`src/rtl/irq_pkg.sv`:
```
package irq_pkg;
  localparam int STAGE_N   = 8;
  localparam int CASC_SLOT = 2;
  localparam int TOTAL_N   = 2 * STAGE_N;
endpackage

```
`src/rtl/irq_stage.sv`:
```
module irq_stage
  import irq_pkg::*;
#(
  parameter int N = STAGE_N,
  parameter logic [N-1:0] LEVEL_MAP = '0,
  parameter logic [N-1:0] NEST_MAP  = '0,
  localparam int W = $clog2(N)
) (
  input  logic         clk,
  input  logic         rst_n,
  input  logic [N-1:0] req_i,
  input  logic [N-1:0] mask_i,
  input  logic         ack_i,
  input  logic         eoi_i,
  output logic         req_o,
  output logic [W-1:0] win_o,
  output logic [W-1:0] isr_top_o,
  output logic         isr_any_o,
  output logic         isr_multi_o
);

  function automatic logic [W-1:0] low_idx(input logic [N-1:0] v);
    low_idx = '0;
    for (int i = N - 1; i >= 0; i--) if (v[i]) low_idx = W'(i);
  endfunction

  logic [N-1:0] prev_q, pend_q, pend_d, isr_q, isr_d;
  logic [N-1:0] edge_v, raw_v, cand_v, win_oh, top_oh;
  logic         cand_any, allow, grant;
  logic [W-1:0] win, top;

  always_comb begin
    edge_v   = req_i & ~prev_q & ~LEVEL_MAP;
    raw_v    = (pend_q & ~LEVEL_MAP) | (req_i & LEVEL_MAP);
    cand_v   = raw_v & ~mask_i;
    cand_any = |cand_v;
    win      = low_idx(cand_v);
    top      = low_idx(isr_q);
    allow    = (isr_q == '0) || (win < top) || ((win == top) && NEST_MAP[win]);
    req_o    = cand_any && allow;
    grant    = ack_i && req_o;
    win_oh   = grant ? (N'(1) << win) : '0;
    top_oh   = (eoi_i && (isr_q != '0)) ? (N'(1) << top) : '0;
    pend_d   = (pend_q | edge_v) & ~win_oh;
    isr_d    = (isr_q & ~top_oh) | win_oh;
  end

  always_ff @(posedge clk or negedge rst_n) begin
    if (!rst_n) begin
      prev_q <= '0;
      pend_q <= '0;
      isr_q  <= '0;
    end else begin
      prev_q <= req_i;
      pend_q <= pend_d;
      isr_q  <= isr_d;
    end
  end

  assign win_o       = win;
  assign isr_top_o   = top;
  assign isr_any_o   = (isr_q != '0);
  assign isr_multi_o = ($countones(isr_q) > 1);


  edge_only_chk: assert property (@(posedge clk) disable iff (!rst_n)
    (pend_q & ~$past(pend_q) & ~prev_q) == '0);

  mask_block_chk: assert property (@(posedge clk) disable iff (!rst_n)
    req_o |-> ((((pend_q & ~LEVEL_MAP) | (req_i & LEVEL_MAP)) & ~mask_i) != '0));

  nest_rank_chk: assert property (@(posedge clk) disable iff (!rst_n)
    (req_o && isr_any_o) |-> (win_o <= isr_top_o));

  grant_mark_chk: assert property (@(posedge clk) disable iff (!rst_n)
    (ack_i && req_o) |=> isr_q[$past(win_o)]);

endmodule

```
`src/rtl/irq_cascade.sv`:
```
module irq_cascade
  import irq_pkg::*;
#(
  parameter int N    = STAGE_N,
  parameter int SLOT = CASC_SLOT,
  localparam int W   = $clog2(N),
  localparam int T   = 2 * N,
  localparam int VW  = W + 1
) (
  input  logic          clk,
  input  logic          rst_n,
  input  logic [T-1:0]  irq_i,
  input  logic          mask_we_i,
  input  logic [T-1:0]  mask_wdata_i,
  output logic          int_o,
  input  logic          ack_i,
  input  logic          eoi_i,
  output logic [VW-1:0] vec_o,
  input  logic          nmi_i,
  input  logic          nmi_ack_i,
  output logic          nmi_o
);

  localparam logic [N-1:0] SLOT_MAP = N'(1) << SLOT;

  logic [T-1:0]  mask_q, mask_d;
  logic [VW-1:0] vec_q, vec_d;
  logic          nmi_q, nmi_d, nmi_prev_q;

  logic          sec_req, sec_any, sec_multi, sec_ack, sec_eoi;
  logic [W-1:0]  sec_win, sec_top;
  logic          prim_req, prim_any, prim_multi, prim_ack, prim_eoi;
  logic [W-1:0]  prim_win, prim_top;
  logic [N-1:0]  prim_in;

  always_comb begin
    prim_in       = irq_i[N-1:0];
    prim_in[SLOT] = sec_req;
  end

  irq_stage #(.N(N), .LEVEL_MAP('0), .NEST_MAP('0)) i_sec (
    .clk(clk), .rst_n(rst_n), .req_i(irq_i[T-1:N]), .mask_i(mask_q[T-1:N]),
    .ack_i(sec_ack), .eoi_i(sec_eoi), .req_o(sec_req), .win_o(sec_win),
    .isr_top_o(sec_top), .isr_any_o(sec_any), .isr_multi_o(sec_multi)
  );

  irq_stage #(.N(N), .LEVEL_MAP(SLOT_MAP), .NEST_MAP(SLOT_MAP)) i_prim (
    .clk(clk), .rst_n(rst_n), .req_i(prim_in), .mask_i(mask_q[N-1:0]),
    .ack_i(prim_ack), .eoi_i(prim_eoi), .req_o(prim_req), .win_o(prim_win),
    .isr_top_o(prim_top), .isr_any_o(prim_any), .isr_multi_o(prim_multi)
  );

  always_comb begin
    int_o    = prim_req;
    prim_ack = ack_i && prim_req;
    sec_ack  = prim_ack && (prim_win == W'(SLOT));
    sec_eoi  = eoi_i && prim_any && (prim_top == W'(SLOT)) && sec_any;
    prim_eoi = eoi_i && prim_any &&
               ((prim_top != W'(SLOT)) || !sec_multi);
    vec_d    = vec_q;
    if (prim_ack)
      vec_d = sec_ack ? {1'b1, sec_win} : {1'b0, prim_win};
    mask_d   = mask_we_i ? mask_wdata_i : mask_q;
    nmi_d    = (nmi_q && !nmi_ack_i) || (nmi_i && !nmi_prev_q);
  end

  always_ff @(posedge clk or negedge rst_n) begin
    if (!rst_n) begin
      mask_q     <= '0;
      vec_q      <= '0;
      nmi_q      <= 1'b0;
      nmi_prev_q <= 1'b0;
    end else begin
      mask_q     <= mask_d;
      vec_q      <= vec_d;
      nmi_q      <= nmi_d;
      nmi_prev_q <= nmi_i;
    end
  end

  assign vec_o = vec_q;
  assign nmi_o = nmi_q;


  dead_line_chk: assert property (@(posedge clk) disable iff (!rst_n)
    (irq_i[SLOT] && !sec_req) |-> !(prim_req && prim_win == W'(SLOT)));

  stray_ack_chk: assert property (@(posedge clk) disable iff (!rst_n)
    (ack_i && !int_o) |=> $stable(vec_o));

  eoi_retire_chk: assert property (@(posedge clk) disable iff (!rst_n)
    (eoi_i && !ack_i && prim_any && !prim_multi && prim_top != W'(SLOT)) |=> !prim_any);

  nmi_set_chk: assert property (@(posedge clk) disable iff (!rst_n)
    (nmi_i && !nmi_prev_q) |=> nmi_o);

  nmi_hold_chk: assert property (@(posedge clk) disable iff (!rst_n)
    (nmi_o && !nmi_ack_i) |=> nmi_o);

endmodule

```
`config.mk`:
```
export PLATFORM = sky130hd
export DESIGN_NAME = irq_cascade
export DESIGN_NICKNAME = d
export VERILOG_FILES = /design/src/rtl/irq_pkg.sv /design/src/rtl/irq_stage.sv /design/src/rtl/irq_cascade.sv
export SDC_FILE = /design/constraint.sdc
export NUM_CORES = 1
export LEC_CHECK = 0
export CORE_MARGIN = 2
export CORE_UTILIZATION = 55
export CTS_CLUSTER_DIAMETER = 200
export DETAILED_ROUTE_END_ITERATION = 16
export HOLD_SLACK_MARGIN = 0.1
export PLACE_DENSITY = 0.79
export SLEW_MARGIN = 20
export SYNTH_ARGS = -nofsm -noshare
export SYNTH_HDL_FRONTEND = slang
export SYNTH_SLANG_ARGS = --single-unit
```
`constraint.sdc`:
```
create_clock -name clk -period 10 [get_ports clk]
set_clock_uncertainty 0.2 [all_clocks]
set_input_delay 2 -clock clk [delete_from_list [all_inputs] [get_ports clk]]
set_output_delay 2 -clock clk [all_outputs]
set_load 0.05 [all_outputs]
```
# After elaboration in Yosys (flattened, before gate mapping)
# Memories as Yosys holds them, arrays and structs flattened.
# Cells that the tools add are included.
# totals
latch_bits	0
wordCells	124
rom_bits	16
n_memories	2
regBits	70
ramBits	0
input_bits	39
# op_classes
muxes	39
magnitude_cmp	5
eq_ne	5
n_div	0
shift	4
multipliers	0
n_bitwise	21
reduce_logical	31
addsub	7
# memory_table
memory	depth	width	rd	rd_ports_with_merged_regs	write_ports	line	rtl
(name not given)	8	1	1	0	0	irq_stage.sv:39	allow = (isr_q == '0) || (win < top) || ((win == top) && NEST_MAP[win]);
(name not given)	8	1	1	0	0	irq_stage.sv:39	
# op_table
op	n
$add A32 B32 Y32	3
$mux W3	32
$and A8 B8 Y8	8
$not A8 Y8	8
$gt A32 B2 Y1 const B	1
$mux W8	4
$or A8 B8 Y8	4
$shl A1 B3 Y8 const A	4
$logic_and A1 B1 Y1	16
$logic_not A8 Y1	2
$reduce_bool A8 Y1	2
$reduce_or A8 Y1	2
$add A1 B1 Y2	4
$lt A3 B4 Y1 const B	2
$or A8 B3 Y8	1
$eq A3 B2 Y1 const B	2
$eq A3 B3 Y1	2
$logic_or A1 B1 Y1	6
$lt A3 B3 Y1	2
$mux W4	1
$logic_not A1 Y1	3
$ne A3 B2 Y1 const B	1
$mux W1	2

# Logic depth before layout (Yosys ltp)
# Gate-level depths: netlist (run 1).
# logic_depth
word_depth	36
depth_mapped	21
mapped_depth_nobuf	19

# Cells and area by module
# From an unflattened synthesis (run 1), not the netlist that was laid out.
# hier_totals
hier_cells	361
hier_area_um2	3736.1
# by_module_without_submodules
module	seq_area_each_um2	n_inst	cells_per_inst	area_per_inst_um2
irq_stage at i_prim	550.5	1	149	1402.6
irq_stage at i_sec	600.6	1	147	1386.3
irq_cascade	550.5	1	65	947.2

# Worst setup path after synthesis (run 1)
# OpenSTA, ideal clock, no wires.
# synth_timing
kind	register -> output
from	reg mask_q[13]
to	out int_o
path_slack_ps	3989
t_required_ps	7800
stages_incl_launch_ff	17
arrival_time_ps	3811
cell_sequence	dfrtp_1 nor2b_1 nor4_1 nor4_1 ha_1 a21o_1 o311ai_2 nand2_1 nand3_1 nor2_1 ha_1 nor2b_1 a2111oi_0 a31oi_1 nand4_1 buf_4 and2_1
# synth_between
elab_chain_cells	23
elab_cells_between_ends	31
classes_between	order compare (2); eq/ne (2); mux (11); bitwise (4); reduce/logical (10); memory (2)
# synth_rtl
element	line	rtl
start: declaration	irq_cascade.sv:26	logic [T-1:0] mask_q, mask_d;
start signal: assignment	irq_cascade.sv:74	mask_q <= mask_d;
$not A8 Y8 *	irq_stage.sv:35	cand_v = raw_v & ~mask_i;
$and A8 B8 Y8 *	irq_stage.sv:35	
$mux W3 (6 in a row)	irq_stage.sv:24	for (int i = N - 1; i >= 0; i--) if (v[i]) low_idx = W'(i);
$mem_v2 Z8 W1	-	
$mux W1 (implied by the code)	irq_stage.sv:39	
$logic_and A1 B1 Y1	irq_stage.sv:39	
$logic_or A1 B1 Y1	irq_stage.sv:39	
$logic_and A1 B1 Y1 *	irq_stage.sv:40	req_o = cand_any && allow;
$or A8 B3 Y8 *	irq_stage.sv:34	raw_v = (pend_q & ~LEVEL_MAP) | (req_i & LEVEL_MAP);
$and A8 B8 Y8 *	irq_stage.sv:35	
$mux W3 (3 in a row)	irq_stage.sv:24	
$mem_v2 Z8 W1	-	
$mux W1 (implied by the code)	irq_stage.sv:39	
$logic_and A1 B1 Y1	irq_stage.sv:39	
$logic_or A1 B1 Y1	irq_stage.sv:39	
$logic_and A1 B1 Y1 *	irq_stage.sv:40	
end: declaration	irq_cascade.sv:15	output logic int_o,
# Mark *: on every way between the ends. The rest lies on a longest branch, timed or not. The select of a mux whose other input is x is not followed.

# Worst setup path after layout (run 1)
# layout_timing
from	reg i_sec.pend_q[5]
to	out int_o
# layout_between
elab_chain_cells	22
elab_cells_between_ends	30
classes_between	order compare (2); eq/ne (2); mux (11); bitwise (3); reduce/logical (10); memory (2)
# layout_rtl
element	line	rtl
start: declaration	irq_stage.sv:27	logic [N-1:0] prev_q, pend_q, pend_d, isr_q, isr_d;
start signal: assignment	irq_stage.sv:55	pend_q <= pend_d;
$and A8 B8 Y8 *	irq_stage.sv:35	
$mux W3 (6 in a row)	irq_stage.sv:24	
$mem_v2 Z8 W1	-	
$mux W1 (implied by the code)	irq_stage.sv:39	
$logic_and A1 B1 Y1	irq_stage.sv:39	
$logic_or A1 B1 Y1	irq_stage.sv:39	
$logic_and A1 B1 Y1 *	irq_stage.sv:40	
$or A8 B3 Y8 *	irq_stage.sv:34	
$and A8 B8 Y8 *	irq_stage.sv:35	
$mux W3 (3 in a row)	irq_stage.sv:24	
$mem_v2 Z8 W1	-	
$mux W1 (implied by the code)	irq_stage.sv:39	
$logic_and A1 B1 Y1	irq_stage.sv:39	
$logic_or A1 B1 Y1	irq_stage.sv:39	
$logic_and A1 B1 Y1 *	irq_stage.sv:40	
# Marks and branches as above.

==> metrics.txt, run 1 <==
number of CTS-inserted buffers=9; Total Power=0.00123 W; share of final-layout standard cells stronger than drive strength 1=0.110; leftover overflow at the end of global routing=0; critical path launch point=i_sec.pend_q[5]$_DFF_PN0_; most frequent standard cell in the layout excluding fill and tap cells=dfrtp_1; final net count=434; number of diodes=0; clk root buf=clkbuf_8; remaining max-slew budget at the tightest pin=0.394; Total Routed Length=6.99 mm; Post-synth top flop=dfrtp_1; slowest cell on the critical path=clkdlybuf4s50_1; period utilization=0.775; Die ar.=0.00697 mm2; post-CTS clock slew at the launch and capture registers of the worst setup and hold paths=70 ps; aggregate negative setup slack=0 ps; post-cts hold buffer count=0; async set-or-reset flop fraction in the synthesized netlist=1.00; vias in the first global route=2,595; Skew-Pair Late Insertion Delay=340 ps; Die Width=83.5 um; number of setup violations in the final report=0; worst path bufs/invs=1; worst hold path class=reg -> reg; mean instance size in the synthesized netlist=10.6 um2; Yosys warnings=0; post-detailed-placement half-perimeter wirelength=5.17 mm; sink of the worst hold path=nmi_o$_DFF_PN0_; max-capacitance violation count=0; post-CTS repair timing setup buffer count=0; gate count of the mapped netlist=328; Cell Area, Synth=0.00348 mm2; number of fill cells=477; total routing usage reported by global routing=0.213; time the worst path needs with I/O delays and setup=7750 ps; height of the die=83.5 um; top cell family by delay on the critical path=simple AND/OR/NAND/NOR gates; average detailed-routed wire length per instance=15.3 um; Max stage delay on crit path=810 ps; number of levels in the clock H-tree=3; number of primary I/O pins=45; slew at the pin closest to its max-slew limit=905 ps; result of the run=completed; DRC=0; Worst Reg2Reg Path Length in Cells=16; startpoint class of the critical path=flop; number of rows in the core area=28; reg2reg start=i_sec.pend_q[5]$_DFF_PN0_; number of antenna violations at the first check in global routing=0; peak fanout along the critical path=12; Worst EP required=7800 ps; total count of hold-check failures in the final report=0; register-to-register setup slack=4470 ps; cells along the critical path=nor2b_1, nor4_1, nor4_1, ha_1, a21o_1, o311ai_2, nand2_1, nand3_1, nor2_1, ha_1, nor2b_1, a2111oi_0, a31oi_1, nand4_1, and2_1, clkdlybuf4s50_1; number of nets produced by synthesis=386; CTS resizes=0; starting density of the core=0.577; IR Drop Worst-Case VDD=0.168 mV; Final Cell Area=0.00422 mm2; area grow syn2layout=21.4%; commonest cells after routing, fill and taps aside=dfrtp_1 (68), clkdlybuf4s50_1 (42), inv_1 (30); Via density=5.63; Hold Path Depth=1; timing-limited maximum frequency=0.129 GHz; number of buffers inserted by port buffering=43; critical path data arrival time=5550 ps; count of nets left with antenna violations after detail routing=0; setup repair after global routing missed its margin=no; post-detailed-placement cell area=0.00396 mm2; FF+latch count, synth=68; clock tree from TritonCTS=yes; fraction of the yosys area taken by sequential cells=0.490; r2r endpoint=vec_o[3]$_DFFE_PN0P_; P per Cell Area=290 mW/mm2; first-pass GRT wire length=11.9 mm; routed vias=2,568; 1st-iter DRT viols=162; pin count of the biggest net entering global routing=69; Final GP Congestion=0.862; max-slew violation total from the final report=0; kind of end point of the critical path=output pin; worst min-delay path startpoint=nmi_prev_q$_DFF_PN0_; area of the placeable core=0.00603 mm2; leakage power=1.82 nW; count of flip-flops with a built-in enable after synthesis=0; Sink Count=68; number of iterations in the first detailed-routing pass=4; number of distinct library cells after synthesis=54; maximum buffer depth of the clock tree=2; start-to-end type of the worst setup path=reg -> out
[worst max path at each step]
stage	end	cells past startpoint	slack, ps
floorplan	int_o	16	3990
global placement	int_o	16	2850
detailed placement	int_o	16	2750
CTS	int_o	16	2300
global route	int_o	16	1930
finish	int_o	16	2250
[worst reg2reg max path, cell delays in order, from the launching register on]
cell	delay [ps]
dfrtp_1	360
nor2b_1	280
nor4_1	140
nor4_1	610
ha_1	360
a21o_1	190
o311ai_2	350
nand2_1	220
nand3_1	210
nor2_1	60
ha_1	340
nor2b_1	160
a2111oi_0	420
a31oi_1	80
nand4_1	390
and3_1	660
mux2_1	390
[cell usage after synthesis, types with 2 or more instances]
master / count / area [um2]
nor2b_1: 22 / 138
nor2_1: 22 / 82.6
o21ai_1: 4 / 20.0
mux2_1: 4 / 45.0
nand2b_1: 7 / 43.8
inv_1: 30 / 113
a31oi_1: 8 / 50.1
nor3_1: 9 / 45.0
and2_1: 2 / 12.5
o22a_1: 2 / 17.5
o21a_1: 5 / 37.5
nand2_1: 22 / 82.6
o31ai_1: 4 / 30.0
buf_6: 2 / 22.5
nor4_1: 4 / 25.0
ha_1: 15 / 188
o22ai_1: 3 / 18.8
nand3_1: 10 / 50.1
clkbuf_1: 3 / 11.3
fa_1: 4 / 80.1
mux2_2: 16 / 180
a32o_1: 4 / 40.0
a21oi_1: 11 / 55.1
dfrtp_1: 68 / 1700
nand4_1: 6 / 37.5
o21ai_0: 10 / 50.1
a21o_1: 4 / 30.0
[sequential cells by signal (all words and copies together) (netlist names)]
| name | count |
|---|---|
| i_prim.isr_q | 8 |
| i_prim.pend_q | 7 |
| i_prim.prev_q | 7 |
| i_sec.isr_q | 8 |
| i_sec.pend_q | 8 |
| i_sec.prev_q | 8 |
| mask_q | 16 |
| nmi_o | 1 |
| nmi_prev_q | 1 |
| vec_o | 4 |
[per-layer routing]
metal,up-vias,global-route usage,wire [um]
met3,16,0.0406,376
met4,0,0.0953,138
li1,1249,-,-
met2,76,0.361,3420
met5,-,0,0
met1,1227,0.267,3060
[cells by family after synthesis]
logic type               share of synthesized area
adder cells (fa/ha/maj)                     0.0799
flip-flops                                   0.490
buffers and inverters                       0.0457
multiplexers                                0.0677
AND/OR/NAND/NOR                              0.178
AO/OA/AOI/OAI                                0.139
[per-stage QoR]
stage               hold slack [ps]  utilization  setup slack [ps]  cells
floorplan                       199            -              3990    328
global placement                210        0.657              2850    440
detailed placement              219        0.657              2750    440
CTS                             229        0.700              2300    456
global route                    264        0.700              1930    456
finish                          225        0.700              2250    456
[cell type report]
cell class / count / area (um2) / area share
clock buffers: 9 / 124 / 0.0294
flip-flops and latches: 68 / 1700 / 0.403
multi-input cells: 223 / 1620 / 0.383
inverters: 30 / 113 / 0.0267
well taps: 75 / 93.8 / 0.0222
repair buffers: 44 / 433 / 0.103
clock inverters: 7 / 139 / 0.0329
[report_power, final]
part | total, W | switching (W) | internal, W
logic | 0.000554 | 0.000341 | 0.000213
registers | 0.000377 | 0.0000463 | 0.000331
clock network | 0.000294 | 0.000104 | 0.000190
Note: power is estimated with default switching activity, not from simulation.
==> run 2: changes to the inputs <==
==> constraint.sdc (replaced) <==
create_clock -name clk -period 7.83 [get_ports clk]
set_clock_uncertainty 0.2 [all_clocks]
set_input_delay 1.566 -clock clk [delete_from_list [all_inputs] [get_ports clk]]
set_output_delay 1.566 -clock clk [all_outputs]
set_load 0.05 [all_outputs]
==> run 2 against run 1 <==
  * Die area unchanged
  * Non-clock buffer count increased by 1
  * Power increased by 27%
  * Worst hold slack improved by 17 ps
  * Global-route usage increased by 0.97 points
  * Clock power increased by 17%
  * Sequential cell count unchanged
  * Sequential share of layout area increased by 0.16 points
  * Register-to-register slack got worse by 2000 ps
  * Setup slack got worse by 1300 ps
  * Highest routed layer unchanged
  * Wire length increased by 2.7%
==> metrics.txt, run 2 (same netlist as run 1, synthesis figures left out) <==
post-detailed-placement half-perimeter wirelength=5.23 mm; Seq. cell area=0.00170 mm2; startpoint class of the critical path=flop; Die ar.=0.00697 mm2; share of final-layout standard cells stronger than drive strength 1=0.113; commonest cells after routing, fill and taps aside=dfrtp_1 (68), clkdlybuf4s50_1 (42), inv_1 (30); clock tree from TritonCTS=yes; post-detailed-placement cell area=0.00396 mm2; time the worst path needs with I/O delays and setup=6910 ps; cells along the critical path=nor2b_1, nor4_1, nor4_1, ha_1, a21o_1, o311ai_2, nand2_1, nand3_1, nor2_1, ha_1, nor2b_1, a2111oi_0, a31oi_1, nand4_1, and2_1, clkdlybuf4s50_1; number of fill cells=493; pin count of the biggest net entering global routing=69; CTS resizes=0; final net count=435; top cell family by delay on the critical path=simple AND/OR/NAND/NOR gates; leftover overflow at the end of global routing=0; most frequent standard cell in the layout excluding fill and tap cells=dfrtp_1; starting density of the core=0.577; count of nets left with antenna violations after detail routing=0; peak fanout along the critical path=5; kind of end point of the critical path=output pin; Max stage delay on crit path=810 ps; number of primary I/O pins=45; area of the placeable core=0.00603 mm2; post-CTS clock slew at the launch and capture registers of the worst setup and hold paths=70 ps; multi-input combinational cell area=0.00162 mm2; number of CTS-inserted buffers=9; worst path bufs/invs=1; aggregate negative setup slack=0 ps; maximum buffer depth of the clock tree=2; slowest cell on the critical path=clkdlybuf4s50_1; worst slack on hold paths=242 ps; total routing usage reported by global routing=0.223; DRC=0; routed vias=2,609; start-to-end type of the worst setup path=reg -> out; Total Routed Length=7.18 mm; clk root buf=clkbuf_8; number of diodes=0; number of iterations in the first detailed-routing pass=4; slew at the pin closest to its max-slew limit=950 ps; Die Width=83.5 um; number of setup violations in the final report=0; fin util=0.697; number of rows in the core area=28; max-capacitance violation count=0; 1st-iter DRT viols=144; setup repair after global routing missed its margin=no; leakage power=1.80 nW; result of the run=completed; number of buffers inserted by port buffering=43; first-pass GRT wire length=12.2 mm; worst hold path class=reg -> reg; timing-limited maximum frequency=0.145 GHz; Final Cell Area=0.00420 mm2; Worst EP required=6060 ps; period utilization=0.883; remaining max-slew budget at the tightest pin=0.364; post-CTS repair timing setup buffer count=0; number of antenna violations at the first check in global routing=0; critical path data arrival time=5150 ps; P per Cell Area=371 mW/mm2; total count of hold-check failures in the final report=0; IR Drop Worst-Case VDD=0.211 mV; Sink Count=68; height of the die=83.5 um; register bank with the most flops=mask_q; vias in the first global route=2,620; max reg flops=16; area grow syn2layout=20.9%; Skew-Pair Late Insertion Delay=350 ps; number of levels in the clock H-tree=3; Via density=5.71; Final GP Congestion=0.870; average detailed-routed wire length per instance=15.7 um; max-slew violation total from the final report=0; post-cts hold buffer count=0
run 2: layer usage:
| layer | share of wire | up-vias | GRT usage | wire (um) |
|---|---|---|---|---|
| met4 | 0.024 | 0 | 0.0880 | 174 |
| met3 | 0.045 | 18 | 0.0623 | 321 |
| met2 | 0.50 | 72 | 0.372 | 3590 |
| met1 | 0.43 | 1267 | 0.276 | 3090 |
| met5 | 0 | - | 0 | 0 |
| li1 | - | 1252 | - | - |
run 2: layout make-up:
class / count / share of cell area
inverter: 30 / 0.0268
multi-input combinational: 223 / 0.384
sequential: 68 / 0.405
clock buffer: 9 / 0.0295
timing repair buffer: 45 / 0.105
tap: 75 / 0.0223
clock inverter: 7 / 0.0274
run 2: stage by stage:
step	total power (W)	instances	worst slack, ps
after floorplan	0.00103	328	2250
after global placement	0.00118	441	1440
after detailed placement	0.00121	441	1320
after CTS	0.00156	457	931
after global routing	0.00167	457	544
final	0.00156	457	918
run 2: path summary, 6_finish.rpt:
path	startpoint	endpoint	slack [ps]	depth (start not counted)
max	mask_q[13]$_DFFE_PN0P_	int_o	920	16
min	nmi_prev_q$_DFF_PN0_	nmi_o$_DFF_PN0_	240	1
max reg2reg	mask_q[13]$_DFFE_PN0P_	vec_o[3]$_DFFE_PN0P_	2510	17
min reg2reg	nmi_prev_q$_DFF_PN0_	nmi_o$_DFF_PN0_	240	1
max in group asynchronous	rst_n	nmi_o$_DFF_PN0_	5670	2
min in group asynchronous	rst_n	i_prim.pend_q[0]$_DFF_PN0_	1190	2
run 2: report_power, final:
part | internal [W] | switching (W) | leakage, nW
clock | 0.000210 | 0.000135 | 0.115
sequential | 0.000423 | 0.0000591 | 0.788
combinational | 0.000286 | 0.000447 | 0.902
total | 0.000919 | 0.000641 | 1.80
==> run 3: changes to the inputs <==
--- a/config.mk
+++ b/config.mk
@@ -7,7 +7,7 @@
 export LEC_CHECK = 0
 export CORE_MARGIN = 2
 export CORE_UTILIZATION = 55
-export CTS_CLUSTER_DIAMETER = 200
+export CTS_CLUSTER_DIAMETER = 80
 export DETAILED_ROUTE_END_ITERATION = 16
 export HOLD_SLACK_MARGIN = 0.1
 export PLACE_DENSITY = 0.79
==> results of run 3 <==
Same layout as run 2: the final DEF is identical, and so are final timing and power.
